===== src/rtl/can_errstat_pkg.sv =====
package can_errstat_pkg;

    localparam logic [2:0] LEC_NONE = 3'd7;
    localparam int unsigned WORD_W  = 32;
    localparam int unsigned ESR_W   = 11;

    typedef struct packed {
        logic       pd_ack;   // bit 10
        logic       wake;     // bit 9
        logic       ecc;      // bit 8
        logic       boff;     // bit 7
        logic       warn;     // bit 6
        logic       passive;  // bit 5
        logic       rx_ok;    // bit 4
        logic       tx_ok;    // bit 3
        logic [2:0] lec;      // bits 2:0
    } esr_t;

    typedef enum logic {
        IRQ_IDLE = 1'b0,
        IRQ_PEND = 1'b1
    } irq_state_t;

endpackage


===== src/rtl/can_errstat_level.sv =====
module can_errstat_level #(
    parameter int unsigned CNT_W    = 8,
    parameter int unsigned NUM_CNT  = 2,
    parameter int unsigned WARN_LIM = 96,
    parameter int unsigned PASS_LIM = 128
) (
    input  logic                     clk,
    input  logic                     rst_n,
    input  logic [NUM_CNT*CNT_W-1:0] cnt_flat,
    input  logic                     boff_in,
    input  logic                     pd_in,
    output logic                     warn_q,
    output logic                     passive_q,
    output logic                     boff_q,
    output logic                     pd_q,
    output logic                     warn_rise,
    output logic                     boff_rise
);

    localparam logic [CNT_W-1:0] WARN_V = CNT_W'(WARN_LIM);
    localparam logic [CNT_W-1:0] PASS_V = CNT_W'(PASS_LIM);

    logic [NUM_CNT-1:0] over_warn;
    logic [NUM_CNT-1:0] over_pass;
    logic               warn_d;
    logic               pass_d;

    for (genvar g = 0; g < NUM_CNT; g++) begin : g_cnt
        logic [CNT_W-1:0] cval;
        assign cval         = cnt_flat[g*CNT_W +: CNT_W];
        assign over_warn[g] = (cval >= WARN_V);
        assign over_pass[g] = (cval >= PASS_V);
    end

    assign warn_d = |over_warn;
    assign pass_d = |over_pass;

    always_ff @(posedge clk or negedge rst_n) begin
        if (!rst_n) begin
            warn_q    <= 1'b0;
            passive_q <= 1'b0;
            boff_q    <= 1'b0;
            pd_q      <= 1'b0;
        end else begin
            warn_q    <= warn_d;
            passive_q <= pass_d;
            boff_q    <= boff_in;
            pd_q      <= pd_in;
        end
    end

    assign warn_rise = warn_d & ~warn_q;
    assign boff_rise = boff_in & ~boff_q;

    // Passive threshold lies above the warning threshold (default configuration).
    assert_passive_implies_warn_R7: assert property (@(posedge clk) disable iff (!rst_n)
        passive_q |-> warn_q);

    assert_warn_rise_sets_R6: assert property (@(posedge clk) disable iff (!rst_n)
        warn_rise |=> warn_q);

endmodule


===== src/rtl/can_errstat_flags.sv =====
module can_errstat_flags
    import can_errstat_pkg::*;
(
    input  logic       clk,
    input  logic       rst_n,
    input  logic       clr,
    input  logic       ev_tx,
    input  logic       ev_rx,
    input  logic       ev_wake,
    input  logic       ev_lec_vld,
    input  logic [2:0] ev_lec,
    input  logic       ecc_dbl,
    input  logic       ecc_sgl,
    input  logic       sec_off,
    output logic       tx_q,
    output logic       rx_q,
    output logic       wake_q,
    output logic       ecc_q,
    output logic [2:0] lec_q,
    output logic       ecc_set
);

    assign ecc_set = ecc_dbl | (ecc_sgl & sec_off);

    // Event has priority over a clearing read.
    always_ff @(posedge clk or negedge rst_n) begin
        if (!rst_n) begin
            tx_q   <= 1'b0;
            rx_q   <= 1'b0;
            wake_q <= 1'b0;
            ecc_q  <= 1'b0;
            lec_q  <= LEC_NONE;
        end else begin
            if (ev_tx)        tx_q   <= 1'b1;
            else if (clr)     tx_q   <= 1'b0;
            if (ev_rx)        rx_q   <= 1'b1;
            else if (clr)     rx_q   <= 1'b0;
            if (ev_wake)      wake_q <= 1'b1;
            else if (clr)     wake_q <= 1'b0;
            if (ecc_set)      ecc_q  <= 1'b1;
            else if (clr)     ecc_q  <= 1'b0;
            if (ev_lec_vld)   lec_q  <= ev_lec;
            else if (clr)     lec_q  <= LEC_NONE;
        end
    end

    assert_lec_read_R4: assert property (@(posedge clk) disable iff (!rst_n)
        (clr && !ev_lec_vld) |=> (lec_q == LEC_NONE));

    assert_tx_event_wins_R3: assert property (@(posedge clk) disable iff (!rst_n)
        ev_tx |=> tx_q);

    assert_rx_clear_R3: assert property (@(posedge clk) disable iff (!rst_n)
        (clr && !ev_rx) |=> !rx_q);

    assert_ecc_single_masked_R5: assert property (@(posedge clk) disable iff (!rst_n)
        (!ecc_q && ecc_sgl && !sec_off && !ecc_dbl) |=> !ecc_q);

endmodule


===== src/rtl/can_errstat_irq.sv =====
module can_errstat_irq
    import can_errstat_pkg::*;
(
    input  logic clk,
    input  logic rst_n,
    input  logic sts_ie,
    input  logic err_ie,
    input  logic sts_ev,
    input  logic err_ev,
    input  logic clr,
    output logic irq
);

    irq_state_t state_q;
    irq_state_t state_d;
    logic       raise;

    assign raise = (sts_ie & sts_ev) | (err_ie & err_ev);

    always_comb begin
        state_d = state_q;
        unique case (state_q)
            IRQ_IDLE: if (raise)          state_d = IRQ_PEND;   // raise
            IRQ_PEND: if (clr && !raise)  state_d = IRQ_IDLE;   // drop, else hold
            default:                      state_d = IRQ_IDLE;
        endcase
    end

    always_ff @(posedge clk or negedge rst_n) begin
        if (!rst_n) state_q <= IRQ_IDLE;
        else        state_q <= state_d;
    end

    always_comb begin
        irq = (state_q == IRQ_PEND);
    end

    assert_raise_R9_R10: assert property (@(posedge clk) disable iff (!rst_n)
        raise |=> irq);

    assert_hold_R12: assert property (@(posedge clk) disable iff (!rst_n)
        (irq && !clr) |=> irq);

    assert_drop_R12: assert property (@(posedge clk) disable iff (!rst_n)
        (irq && clr && !raise) |=> !irq);

endmodule


===== src/rtl/can_errstat.sv =====
module can_errstat
    import can_errstat_pkg::*;
#(
    parameter int unsigned CNT_W    = 8,
    parameter int unsigned WARN_LIM = 96,
    parameter int unsigned PASS_LIM = 128
) (
    input  logic             clk,
    input  logic             rst_n,
    input  logic             rd_en,
    input  logic             dbg_halt,
    output logic [31:0]      rd_data,
    input  logic             ev_tx_ok,
    input  logic             ev_rx_ok,
    input  logic             ev_wake,
    input  logic             ev_lec_vld,
    input  logic [2:0]       ev_lec,
    input  logic             ecc_dbl,
    input  logic             ecc_sgl,
    input  logic             sec_off,
    input  logic [CNT_W-1:0] tec,
    input  logic [CNT_W-1:0] rec,
    input  logic             bus_off,
    input  logic             pd_ack,
    input  logic             sts_ie,
    input  logic             err_ie,
    output logic             irq
);

    localparam int unsigned NUM_CNT = 2;
    localparam int unsigned PAD_W   = WORD_W - ESR_W;

    esr_t esr;
    logic clr;
    logic ecc_set;
    logic warn_rise;
    logic boff_rise;
    logic sts_ev;
    logic err_ev;

    assign clr = rd_en & ~dbg_halt;

    can_errstat_level #(
        .CNT_W    (CNT_W),
        .NUM_CNT  (NUM_CNT),
        .WARN_LIM (WARN_LIM),
        .PASS_LIM (PASS_LIM)
    ) u_level (
        .clk       (clk),
        .rst_n     (rst_n),
        .cnt_flat  ({rec, tec}),
        .boff_in   (bus_off),
        .pd_in     (pd_ack),
        .warn_q    (esr.warn),
        .passive_q (esr.passive),
        .boff_q    (esr.boff),
        .pd_q      (esr.pd_ack),
        .warn_rise (warn_rise),
        .boff_rise (boff_rise)
    );

    can_errstat_flags u_flags (
        .clk        (clk),
        .rst_n      (rst_n),
        .clr        (clr),
        .ev_tx      (ev_tx_ok),
        .ev_rx      (ev_rx_ok),
        .ev_wake    (ev_wake),
        .ev_lec_vld (ev_lec_vld),
        .ev_lec     (ev_lec),
        .ecc_dbl    (ecc_dbl),
        .ecc_sgl    (ecc_sgl),
        .sec_off    (sec_off),
        .tx_q       (esr.tx_ok),
        .rx_q       (esr.rx_ok),
        .wake_q     (esr.wake),
        .ecc_q      (esr.ecc),
        .lec_q      (esr.lec),
        .ecc_set    (ecc_set)
    );

    assign sts_ev = ev_tx_ok | ev_rx_ok | ev_wake | ev_lec_vld;
    assign err_ev = ecc_set | warn_rise | boff_rise;

    can_errstat_irq u_irq (
        .clk    (clk),
        .rst_n  (rst_n),
        .sts_ie (sts_ie),
        .err_ie (err_ie),
        .sts_ev (sts_ev),
        .err_ev (err_ev),
        .clr    (clr),
        .irq    (irq)
    );

    assign rd_data = {{PAD_W{1'b0}}, esr};

    assert_dbg_hold_R8: assert property (@(posedge clk) disable iff (!rst_n)
        (rd_en && dbg_halt && !sts_ev && !ecc_set)
        |=> ($stable(rd_data[4:0]) && $stable(rd_data[9:8])));

    assert_dbg_irq_R8: assert property (@(posedge clk) disable iff (!rst_n)
        (rd_en && dbg_halt && irq) |=> irq);

    assert_passive_silent_R11: assert property (@(posedge clk) disable iff (!rst_n)
        (!irq && !(sts_ie && sts_ev) && !(err_ie && err_ev)) |=> !irq);

    assert_pad_zero_R2: assert property (@(posedge clk) disable iff (!rst_n)
        rd_data[31:11] == '0);

endmodule


===== config.mk =====
export PLATFORM = sky130hd
export DESIGN_NAME = can_errstat
export DESIGN_NICKNAME = d
export VERILOG_FILES = /design/src/rtl/can_errstat_pkg.sv /design/src/rtl/can_errstat_level.sv /design/src/rtl/can_errstat_flags.sv /design/src/rtl/can_errstat_irq.sv /design/src/rtl/can_errstat.sv
export SDC_FILE = /design/constraint.sdc
export NUM_CORES = 1
export LEC_CHECK = 0
export ABC_AREA = 1
export BUFFER_PORTS_ARGS = -buffer_cell sky130_fd_sc_hd__buf_2
export CAP_MARGIN = 20
export CORE_AREA = 2 2 60 45
export CTS_CLUSTER_SIZE = 16
export DETAILED_ROUTE_END_ITERATION = 7
export DIE_AREA = 0 0 62 47
export GPL_TIMING_DRIVEN = 0
export HOLD_SLACK_MARGIN = 0.02
export PLACE_DENSITY_LB_ADDON = 0.1
export SYNTH_ARGS = -nofsm -noshare
export SYNTH_HDL_FRONTEND = slang
export SYNTH_SLANG_ARGS = --single-unit
export TNS_END_PERCENT = 100

===== constraint.sdc =====
create_clock -name clk -period 0.8 [get_ports clk]
set_input_delay 0.12 -clock clk [delete_from_list [all_inputs] [get_ports clk]]
set_output_delay 0.12 -clock clk [all_outputs]
set_load 0.03 [all_outputs]

Word level (Yosys, flattened, before mapping)

Index checks and enable logic that the tools add are counted.

Output and inout bits: 33
Flip-flop bits (word level): 12
Logic and storage cells: 50

Mux-type cells: 10
Order comparisons: 4
Reduce and logical (&&, ||, !) cells: 9
Bitwise gates (word level): 17

Operators by type and width:

| cell               | count |
|---|---|
| $ge 8x7->1 const B | 2 |
| $ge 8x8->1 const B | 2 |
| $reduce_bool 2->1  | 5 |
| $mux 1             | 7 |
| $or 1x1->1         | 7 |
| $and 1x1->1        | 6 |
| $mux 3             | 2 |
| $not 1->1          | 4 |
| $reduce_or 2->1    | 2 |
| $pmux 1 s2         | 1 |
| $logic_and 1x1->1  | 1 |
| $logic_not 1->1    | 1 |

Logic depth before layout (Yosys ltp)

Gate-level depths: netlist of run 1.

Depth after elaboration: 11
Gate-level depth with buffers: 6

Cells and area by module

Synthesis of run 1 repeated with hierarchy kept, for this count alone.

Cell total of the unflattened synthesis: 83
Area, all modules: 684.4 um2

By module, submodules not included:

| module            | times used | cells each | area each (um2) |
|---|---|---|---|
| can_errstat_flags | 1          | 33         | 294.0 |
| can_errstat       | 1          | 30         | 191.4 |
| can_errstat_level | 1          | 14         | 146.4 |
| can_errstat_irq   | 1          | 6          | 52.6 |

Worst setup path before layout of run 1

No wires, ideal clock.

Path kind: register to register
Start point: register u_irq.state_q, in the netlist u_irq.irq
End point: register u_irq.state_q, in the netlist u_irq.irq
Path slack: -63 ps
Path buffers: 0
Data required time: 681 ps
Arrival: 744 ps
Clock period less this slack: 863 ps
Cell stages (with the launch flop): 5
Library setup time: 119 ps
Cells stage by stage: dfrtp_1 > inv_1 > nor2_1 > a21oi_1 > nand2_1

Word-level cells in the longest chain between the ends: 2

Ends and longest elaborated chain:

| element                  | line                  | text |
|---|---|---|
| start: declaration       | can_errstat_irq.sv:14 | `irq_state_t state_q;` |
| start signal: assignment | can_errstat_irq.sv:31 | `else state_q <= state_d;` |
| $not 1->1                | -                     |  |
| $pmux 1 s2 *             | can_errstat_irq.sv:22 | `unique case (state_q)` |
| via u_irq.state_d        | can_errstat_irq.sv:15 | `irq_state_t state_d;` |

The timed path passes the listed nets; every way through them passes the cells marked *.
A chain may end at the register's enable or synchronous reset.

Worst setup path after layout of run 1

Start point: register u_flags.lec_q[2]
End point: output port rd_data[2]

RTL lines:

| element                  | line                    | text |
|---|---|---|
| start: declaration       | can_errstat_flags.sv:19 | `output logic [2:0] lec_q,` |
| start signal: assignment | can_errstat_flags.sv:42 | `if (ev_lec_vld) lec_q <= ev_lec;` |
| end: declaration         | can_errstat.sv:12       | `output logic [31:0] rd_data,` |

No word-level cell between the ends.

==> impl_results.md, run 1 <==
- DP Worst Slack: -0.0150 ns
- H-tree levels: 1
- Fmax: 0.949 GHz
- Global-route wire length before repair: 2.04 mm
- Worst hold-check path type: input pin to flip-flop
- Failing checks: setup timing
- Sequential Power Share: approximately two fifths
- FP Rows: 15
- Total power: roughly 1600 uW
- Max-cap check violation count: 0
- GRT Overall Usage: 10.0%
- P_sw: 531 uW
- Vias per std cell: between 3 and 4
- Minimum clock period: about 1.1 ns
- Largest net degree at the start of global routing: 13
- Final Hold Vio Count: 0
- Delay-heaviest family, CP: flip-flops
- RSZ-0062 raised after global routing: yes
- ANT cells: 0
- Status: finished, violations left
- #FFs+latches synth: 12
- Worst-path clk slew: roughly 0.070 ns
- Clock sinks: 12
- CTS root buf: clkbuf_4
- Vias in the first global route: between 500 and 600
- PortBufs: 35
- Core Area: 2350 um2
- Die height: 47 um
- Final setup violation count: 13
- Netlist cell types: 13
- WL/cell: approximately 7.6 um
- Sw Ratio: about a third
- Mapped Cells: 86
- Worst Path Required: about 0.68 ns
- Die area: 2910 um2
- Syn avg cell area: about 8.3 um2
- Clock share of power: between 20% and 30%
- Max incr delay on CP: roughly 0.54 ns
- Most frequent cells in the layout: buf_4, buf_2, conb_1, buf_6, inv_1
- Initial drt markers: 10
- Leading cell type in the layout, fill and taps excluded: buf_4
- Die Wd: ~62 um
- Via total after detailed routing: 612
- Worst-path cell chain: buf_6
- Clock buffer depth: 2
- Final WS setup: -0.253 ns
- Synthesized cell area: 717 um2
- CP arrival: 0.93 ns
- Share of cells above drive strength 1: between 50% and 60%
- Initial core utilization: a little under a third
- Clock skew: ~0.00008 ns
- Clock Latency Late Sink: around 0.26 ns
- Layout area overhead: 59.7%
- Congestion Overflow GR: 0
- Antenna violations before repair: 0
- Max IR drop VDD: around 0.64 mV
- Final wirelength: 1.36 mm
- Max stage delay cell, worst path: dfstp_2
- I/O Pins: between 60 and 70
- Slew Viols, Final: 0
- Setup crit end kind: output pin
- Residual DRC: 0
- Power share of the combinational group: about a third
- CP Launch Type: flip-flop
- CTS tree: done
- Antenna Nets Post-Route: 0
- Clock buffer count from CTS: 3
- Max FO, Critical Path: 2
- First-pass DRT Iterations: 3
- Post-synthesis sequential area ratio: 42.4%
- Worst Setup Path Type: flip-flop to output pin
- WP buf/inv: 1
- Power Dens Cells: about 1400 nW/um2
- Final GP Congestion: 0.641
- Layout Nets: 181
- Final Cycle Share: 132%
- Ys Warns: 0
- DP Wirelength: approximately 1.1 mm
- Internal Power: around 1100 uW
- Pleak: approximately 0.00066 uW
## kinds of logic after synthesis
| kind of cell | share of synthesized area, % |
|---|---|
| buffers and inverters | 37.2 |
| and+or+nand+nor | 14.0 |
| DFF | 42.4 |
| AOI/OAI and AO/OA | 5.93 |
| other | 0.523 |
## area by class of cell
class / instances / area (um2)
plain buffers: 23 / 180
flip-flops and latches: 12 / 305
well taps: 34 / 42.5
repair buffers: 42 / 310
clock buffers: 4 / 26.3
inverters: 13 / 48.8
fillers: 244 / 1200
multi-input cells: 52 / 231
## per-stage QoR
stage	util, %	instances	instance area (um2)	TNS (ns)	hold WS [ns]
CTS	47.7	178	1120	-2.17	0.0451
detailed placement	43.1	175	1010	-0.0411	0.0108
finish	48.8	180	1140	-2.02	0.0489
floorplan	-	106	793	-0.134	-0.176
global route	48.8	180	1140	-2.55	0.0520
global placement	43.1	175	1010	-0.0369	0.0159
## power by group through the flow
stage	logic, uW	registers [uW]	clock network [uW]
3_3_place_gp	505	681	0
2_1_floorplan	356	715	0
4_1_cts	553	681	393
3_5_place_dp	507	683	0
6_report	568	680	376
5_1_grt	618	685	427
## synth_stat cells, drive strengths merged
cell | instances | share of area [%]
o21ai | 3 | 2.1
inv | 13 | 6.8
dfstp | 3 | 11
nand2 | 10 | 5.2
conb | 1 | 0.52
buf | 29 | 30
o21bai | 1 | 1.0
nor2 | 10 | 5.9
dfrtp | 9 | 31
nand3 | 3 | 2.8
a21oi | 4 | 2.8
## worst reg2reg max path, stage by stage (launching register included)
cell	delay (ns)
dfrtp_1	0.39
buf_4	0.14
nor2_2	0.07
nor2_1	0.04
nand2_1	0.05
nand2_1	0.05
nand2_1	0.05
## final timing paths
kind / cells past startpoint / startpoint / slack (ns) / end
min in group asynchronous: 2 / rst_n / 0.25 / u_flags.ecc_q$_DFFE_PN0P_
hold / removal: 3 / ev_wake / 0.05 / u_flags.wake_q$_DFFE_PN0P_
setup reg to reg: 6 / u_level.boff_q$_DFF_PN0_ / -0.05 / u_irq.irq$_DFF_PN0_
hold reg to reg: 2 / u_flags.lec_q[2]$_DFFE_PN1P_ / 0.47 / u_flags.lec_q[2]$_DFFE_PN1P_
max in group asynchronous: 2 / rst_n / 0.28 / u_flags.lec_q[1]$_DFFE_PN1P_
setup / recovery: 1 / u_flags.lec_q[2]$_DFFE_PN1P_ / -0.25 / rd_data[2]
## sequential cells by signal (all words and copies together) (netlist names)
name / cells
u_flags.ecc_q: 1
u_irq.irq: 1
u_level.boff_q: 1
u_level.warn_q: 1
u_flags.rx_q: 1
u_flags.lec_q: 3
u_flags.tx_q: 1
u_flags.wake_q: 1
u_level.passive_q: 1
u_level.pd_q: 1
## layer usage
| layer | share of wire [%] | wire (um) | GRT usage (%) | vias to the layer above |
|---|---|---|---|---|
| li1 | - | - | - | 325 |
| met1 | 38 | 518 | 10.2 | 253 |
| met2 | 49 | 669 | 17.3 | 32 |
| met3 | 11 | 144 | 4.13 | 2 |
| met4 | 2.0 | 27 | 6.38 | 0 |
| met5 | 0 | 0 | 0 | - |
## repair_timing
item                                    CTS  global route
setup buffers                             2             3
hold buffers                              3             0
endpoints found under the hold margin    14             0
endpoints found under the setup margin   12            15
pin swaps                                 2             1
resized for setup                        26             4
No activity file was read; power rests on OpenSTA's default activity.
==> run 2, diff against run 1 <==
--- a/config.mk
+++ b/config.mk
@@ -6,7 +6,7 @@
 export NUM_CORES = 1
 export LEC_CHECK = 0
 export ABC_AREA = 1
-export BUFFER_PORTS_ARGS = -buffer_cell sky130_fd_sc_hd__buf_2
+export BUFFER_PORTS_ARGS = -buffer_cell sky130_fd_sc_hd__buf_4
 export CAP_MARGIN = 20
 export CORE_AREA = 2 2 60 45
 export CTS_CLUSTER_SIZE = 16
==> run 2 against run 1 <==
  * First-iteration DRC count shrank 90%
  * Routed wire length shrank 0.81%
  * Critical path depth is the same
  * The flow still finishes with violations (setup timing)
  * Utilization grew 1.2 points
  * Flip-flop and latch count is the same
  * Count of clock-buffer cells in the layout is the same
  * Cell area grew 2.5%
  * Final cell count shrank 1.7%
  * Fmax grew 0.40%
==> impl_results.md, run 2 (synthesis gave the netlist of run 1 again) <==
- Clock buffer depth: 2 (unchanged)
- H-tree levels: 1 (unchanged)
- Share of cells above drive strength 1: 50.3% (was 52.1%)
- DP Wirelength: 1.17 mm (was 1.12 mm)
- Max-cap check violation count: 0 (unchanged)
- Placed cell area: 1100 um2 (was 1010 um2)
- Worst Setup Path Type: flip-flop to output pin (unchanged)
- Final Hold Vio Count: 0 (unchanged)
- Fmax: 0.953 GHz (was 0.949 GHz)
- Setup tns final: -1.76 ns (was -2.02 ns)
- Met3 routed WL: 122 um (was 144 um)
- First-pass DRT Iterations: 3 (unchanged)
- Top routing layer in use: met3 (was met4)
- Clock skew: 0.0000549 ns (was 0.0000792 ns)
- Min Hold Slack: 0.0400 ns (was 0.0489 ns)
- ANT cells: 0 (unchanged)
- Final setup violation count: 13 (unchanged)
- Slew Viols, Final: 0 (unchanged)
- PortBufs: 35 (unchanged)
- Final WS setup: -0.249 ns (was -0.253 ns)
- Initial core utilization: 30.6% (unchanged)
- Reg with most FFs: u_flags.lec_q (unchanged)
- Residual DRC: 0 (unchanged)
- I/O Pins: 67 (unchanged)
- Final Cycle Share: 131% (was 132%)
- Delay-heaviest family, CP: flip-flops (unchanged)
- Max incr delay on CP: 0.54 ns (about the same)
- Pleak: 0.000670 uW (was 0.000664 uW)
- Core Area: 2350 um2 (unchanged)
- CP Launch Type: flip-flop (unchanged)
- Final wirelength: 1.35 mm (was 1.36 mm)
- Clock sinks: 12 (unchanged)
- Congestion Overflow GR: 0 (unchanged)
- Worst-path clk slew: 0.07 ns (about the same)
- FP Rows: 15 (unchanged)
- Layout Nets: 178 (was 181)
- Antenna Nets Post-Route: 0 (unchanged)
- Initial drt markers: 1 (was 10)
- Die area: 2910 um2 (unchanged)
- Status: finished, violations left (unchanged)
- Seq. cell area: 305 um2 (unchanged)
- Via total after detailed routing: 607 (was 612)
- Max FFs per register: 3 (unchanged)
- Worst Path Required: 0.68 ns (about the same)
- CTS root buf: clkbuf_4 (unchanged)
- Clock buffer count from CTS: 3 (unchanged)
- Vias in the first global route: 533 (was 532)
- Worst-path cell chain: buf_6 (unchanged)
- WL/cell: 7.62 um (was 7.56 um)
- Die height: 47 um (unchanged)
- Worst hold-check path type: input pin to flip-flop (unchanged)
- CP arrival: 0.93 ns (about the same)
- Worst reg-to-reg setup slack: -0.01 ns (was -0.05 ns)
- Max IR drop VDD: 0.615 mV (was 0.640 mV)
- Routed wl met2: 682 um (was 669 um)
- Fillers: 234 (was 244)
- Final GP Congestion: 0.641 (about the same)
- Most frequent cells in the layout: buf_4, conb_1, buf_6, inv_1, nand2_1 (was buf_4, buf_2, conb_1, buf_6, inv_1)
- Leading cell type in the layout, fill and taps excluded: buf_4 (unchanged)
- Power Dens Cells: 1400 nW/um2 (was 1420 nW/um2)
- Die Wd: 62 um (unchanged)
- Minimum clock period: 1.05 ns (about the same)
- Clock Latency Late Sink: 0.26 ns (about the same)
- Largest net degree at the start of global routing: 13 (unchanged)
- Max stage delay cell, worst path: dfstp_2 (unchanged)
- Final instance area: 1170 um2 (was 1140 um2)
- Global-route wire length before repair: 1.99 mm (was 2.04 mm)
- GRT Overall Usage: 9.57% (was 10.0%)
- Layout area overhead: 63.7% (was 59.7%)
- Antenna violations before repair: 0 (unchanged)
- Vias per std cell: 3.43 (was 3.40)
- Metal-1 WL: 544 um (was 518 um)
- Setup crit end kind: output pin (unchanged)
- Multi-input gate area: 229 um2 (was 231 um2)
- CTS tree: done (unchanged)
- RSZ-0062 raised after global routing: yes (unchanged)
- Max FO, Critical Path: 2 (unchanged)
- Failing checks: setup timing (unchanged)
- WP buf/inv: 1 (unchanged)
==> run 2: changes by cell type in the layout (fill, tap and decap cells not counted) <==
cell	previous run	this run
buf_2	23	0
buf_4	25	46
buf_6	14	13
nor2_1	7	8
nor2_2	3	2
==> run 2: final timing paths <==
kind / start / endpoint / depth (start not counted)
min reg2reg: u_flags.lec_q[2]$_DFFE_PN1P_ / u_flags.lec_q[2]$_DFFE_PN1P_ / 2
max: u_flags.lec_q[2]$_DFFE_PN1P_ / rd_data[2] / 1
max in group asynchronous: rst_n / u_flags.lec_q[1]$_DFFE_PN1P_ / 2
max reg2reg: u_level.warn_q$_DFF_PN0_ / u_irq.irq$_DFF_PN0_ / 6
min: tec[7] / u_level.passive_q$_DFF_PN0_ / 3
min in group asynchronous: rst_n / u_flags.tx_q$_DFFE_PN0P_ / 2
==> run 2: where the power goes <==
group / internal, uW / switching, uW / leakage, uW
clock: 193 / 180 / 0.0000150
combinational: 265 / 322 / 0.000531
sequential: 655 / 24.9 / 0.000123
total: 1110 / 527 / 0.000670
==> run 2: layout make-up <==
type / instances / area share, %
multi-input cells: 52 / 19.5
plain buffers: 21 / 13.4
flip-flops and latches: 12 / 26.0
clock buffers: 4 / 2.24
well taps: 34 / 3.62
repair buffers: 41 / 31.0
inverters: 13 / 4.16
==> run 2: through the flow <==
stage               power [uW]  util (%)  cells  worst slack [ns]
CTS                       1650      48.7    174            -0.264
global placement          1240      46.8    175            0.0197
finish                    1640      50.0    177            -0.249
floorplan                 1070         -    106           -0.0341
detailed placement        1250      46.8    175           0.00892
global route              1740      50.0    177            -0.282
==> run 2: routing by layer <==
layer / up-vias / global-route usage [%]
met5: - / 0
met4: 0 / 3.83
met3: 0 / 3.31
met2: 32 / 16.7
met1: 256 / 10.8
li1: 319 / -
==> run 2: timing repair <==
item	in CTS	in global routing
hold buffers	3	0
hold endpoints to repair	14	0
pin swaps	2	0
buffers inserted	0	3
endpoints found under the setup margin	13	14
gates resized for setup	13	3
==> run 3, diff against run 2 <==
==> constraint.sdc (replaced) <==
create_clock -name clk -period 0.8 [get_ports clk]
set_input_delay 0.12 -clock clk [delete_from_list [all_inputs] [get_ports clk]]
set_output_delay 0.12 -clock clk [all_outputs]
set_load 0.05 [all_outputs]
==> run 3 against run 2 <==
  * The flow still finishes with violations (setup timing)
  * Critical path type unchanged
  * Non-clock buffer count is 1 higher
  * Critical path depth stayed put
  * Clock power hardly changed
  * Combinational power is 32% higher
  * Clock skew hardly changed
  * Utilization is 2.4 points higher
  * Worst hold slack hardly changed
  * Register-to-register slack worse by 0.02 ns
  * Cell area is 4.8% higher
  * Sequential share of layout area is 1.2 points lower
  * Largest cell class unchanged
==> impl_results.md, run 3 (synthesis gave the netlist of run 1 again) <==
- DP Wirelength: 1.17 mm (unchanged)
- Die Wd: 62 um (unchanged)
- WP buf/inv: 1 (unchanged)
- GRT Overall Usage: 9.68% (was 9.57%)
- Fin util: 52.4% (was 50.0%)
- CP arrival: 0.96 ns (was 0.93 ns)
- Global-route wire length before repair: 2.01 mm (was 1.99 mm)
- Max incr delay on CP: 0.55 ns (was 0.54 ns)
- Initial core utilization: 30.6% (unchanged)
- Setup crit end kind: output pin (unchanged)
- Max FO, Critical Path: 2 (unchanged)
- Clock buffer count from CTS: 3 (unchanged)
- Minimum clock period: 1.08 ns (was 1.05 ns)
- Residual DRC: 0 (unchanged)
- Sequential Power Share: 37.5% (was 41.5%)
- Antenna Nets Post-Route: 0 (unchanged)
- Max FFs per register: 3 (unchanged)
- Total power: 1830 uW (was 1640 uW)
- Clock Latency Late Sink: 0.26 ns (about the same)
- Antenna violations before repair: 0 (unchanged)
- Congestion Overflow GR: 0 (unchanged)
- Reg-to-Reg End: u_irq.irq$_DFF_PN0_ (unchanged)
- Clock skew: 0.000134 ns (was 0.0000549 ns)
- Final Cycle Share: 134% (was 131%)
- FP Rows: 15 (unchanged)
- CTS root buf: clkbuf_4 (unchanged)
- Worst-path cell chain: buf_8 (was buf_6)
- Pleak: 0.000693 uW (was 0.000670 uW)
- Core Area: 2350 um2 (unchanged)
- Power Dens Cells: 1490 nW/um2 (was 1400 nW/um2)
- Slew Viols, Final: 0 (unchanged)
- Power share of the combinational group: 42.2% (was 35.8%)
- Worst Path Required: 0.68 ns (about the same)
- ANT cells: 0 (unchanged)
- Final Hold Vio Count: 0 (unchanged)
- Clock buffer depth: 2 (unchanged)
- Fillers: 224 (was 234)
- Internal Power: 1150 uW (was 1110 uW)
- Largest net degree at the start of global routing: 13 (unchanged)
- Sw Ratio: 37.2% (was 32.1%)
- Fmax: 0.930 GHz (was 0.953 GHz)
- Max IR drop VDD: 0.659 mV (was 0.615 mV)
- RSZ-0062 raised after global routing: yes (unchanged)
- Final GP Congestion: 0.641 (unchanged)
- Via total after detailed routing: 618 (was 607)
- Max-cap check violation count: 0 (unchanged)
- Leading cell type in the layout, fill and taps excluded: buf_4 (unchanged)
- First-pass DRT Iterations: 2 (was 3)
- Worst Setup Path Type: flip-flop to output pin (unchanged)
- Final setup violation count: 13 (unchanged)
- Layout Nets: 179 (was 178)
- Clock sinks: 12 (unchanged)
- CTS tree: done (unchanged)
- H-tree levels: 1 (unchanged)
- Reg2reg path depth: 6 (unchanged)
- Reg with most FFs: u_flags.lec_q (unchanged)
- Worst hold-check path type: input pin to flip-flop (unchanged)
- Worst-path clk slew: 0.07 ns (about the same)
- Max stage delay cell, worst path: dfstp_2 (unchanged)
- Endpoint, Worst Hold: u_level.passive_q$_DFF_PN0_ (unchanged)
- Die height: 47 um (unchanged)
- WL/cell: 7.71 um (was 7.62 um)
- Most frequent cells in the layout: buf_4, conb_1, inv_1, buf_8, nand2_1 (was buf_4, conb_1, buf_6, inv_1, nand2_1)
- Die area: 2910 um2 (unchanged)
- Delay-heaviest family, CP: flip-flops (unchanged)
- PortBufs: 35 (unchanged)
- Critical R2R Launch: u_level.warn_q$_DFF_PN0_ (unchanged)
- Failing checks: setup timing (unchanged)
- I/O Pins: 67 (unchanged)
- Initial drt markers: 2 (was 1)
- Post-Place Cells: 175 (unchanged)
- Vias in the first global route: 530 (was 533)
- Final WS setup: -0.276 ns (was -0.249 ns)
- Share of cells above drive strength 1: 51.4% (was 50.3%)
- CP Launch Type: flip-flop (unchanged)
- Worst reg-to-reg setup slack: -0.03 ns (was -0.01 ns)
- Layout area overhead: 71.6% (was 63.7%)
- Status: finished, violations left (unchanged)
- Hold path depth: 3 (unchanged)
- HP Start: tec[7] (unchanged)
- Non-filler cells, final: 178 (was 177)
- Final wirelength: 1.37 mm (was 1.35 mm)
- Vias per std cell: 3.47 (was 3.43)
- Clock share of power: 20.3% (was 22.7%)
- P_sw: 682 uW (was 527 uW)
==> run 3: layout make-up <==
type / count / area (um2) / share of cell area [%]
Buffer: 22 / 169 / 13.7
Clock buffer: 4 / 26.3 / 2.14
Inverter: 13 / 48.8 / 3.97
Sequential cell: 12 / 305 / 24.8
Multi-Input combinational cell: 52 / 233 / 18.9
Tap cell: 34 / 42.5 / 3.46
Timing Repair Buffer: 41 / 405 / 33.0
==> run 3: repair_timing <==
action	4_1_cts	5_1_grt
resized for setup	25	4
pin swaps	2	2
hold endpoints to repair	14	0
setup buffers	0	3
endpoints found under the setup margin	13	15
hold buffers	3	0
==> run 3: metal layers <==
metal  vias up  track usage (%)  share of wire (%)
met1       264             11.2                 40
li1        322                -                  -
met2        32             16.7                 51
met3         0             3.31                8.4
met4         0             3.83                  0
met5         -                0                  0
==> run 3: power by group through the flow <==
stage / Sequential [uW] / Combinational (uW) / Clock [uW]
floorplan: 739 / 479 / 0
global placement: 682 / 707 / 0
detailed placement: 683 / 712 / 0
CTS: 687 / 753 / 394
global route: 691 / 819 / 421
finish: 687 / 772 / 372
==> run 3: worst max path at each step <==
stage,start,depth (start not counted),slack [ns],endpoint
2_1_floorplan,u_flags.lec_q[0]$_DFFE_PN1P_,2,-0.12,u_flags.lec_q[0]$_DFFE_PN1P_
6_report,u_flags.lec_q[2]$_DFFE_PN1P_,1,-0.28,rd_data[2]
3_5_place_dp,u_flags.lec_q[0]$_DFFE_PN1P_,1,-0.02,rd_data[0]
3_3_place_gp,u_flags.lec_q[2]$_DFFE_PN1P_,1,-0.02,rd_data[2]
4_1_cts,u_flags.lec_q[0]$_DFFE_PN1P_,1,-0.29,rd_data[0]
5_1_grt,u_flags.lec_q[2]$_DFFE_PN1P_,1,-0.31,rd_data[2]
==> run 3: through the flow <==
stage	worst slack, ns	cell area, um2	hold slack, ns	TNS, ns
2_1_floorplan	-0.117	793	-0.176	-0.436
3_3_place_gp	-0.0185	1100	-0.0313	-0.0504
3_5_place_dp	-0.0213	1100	-0.0312	-0.0528
4_1_cts	-0.291	1200	0.0318	-2.31
5_1_grt	-0.314	1230	0.0385	-2.65
6_report	-0.276	1230	0.0396	-2.18
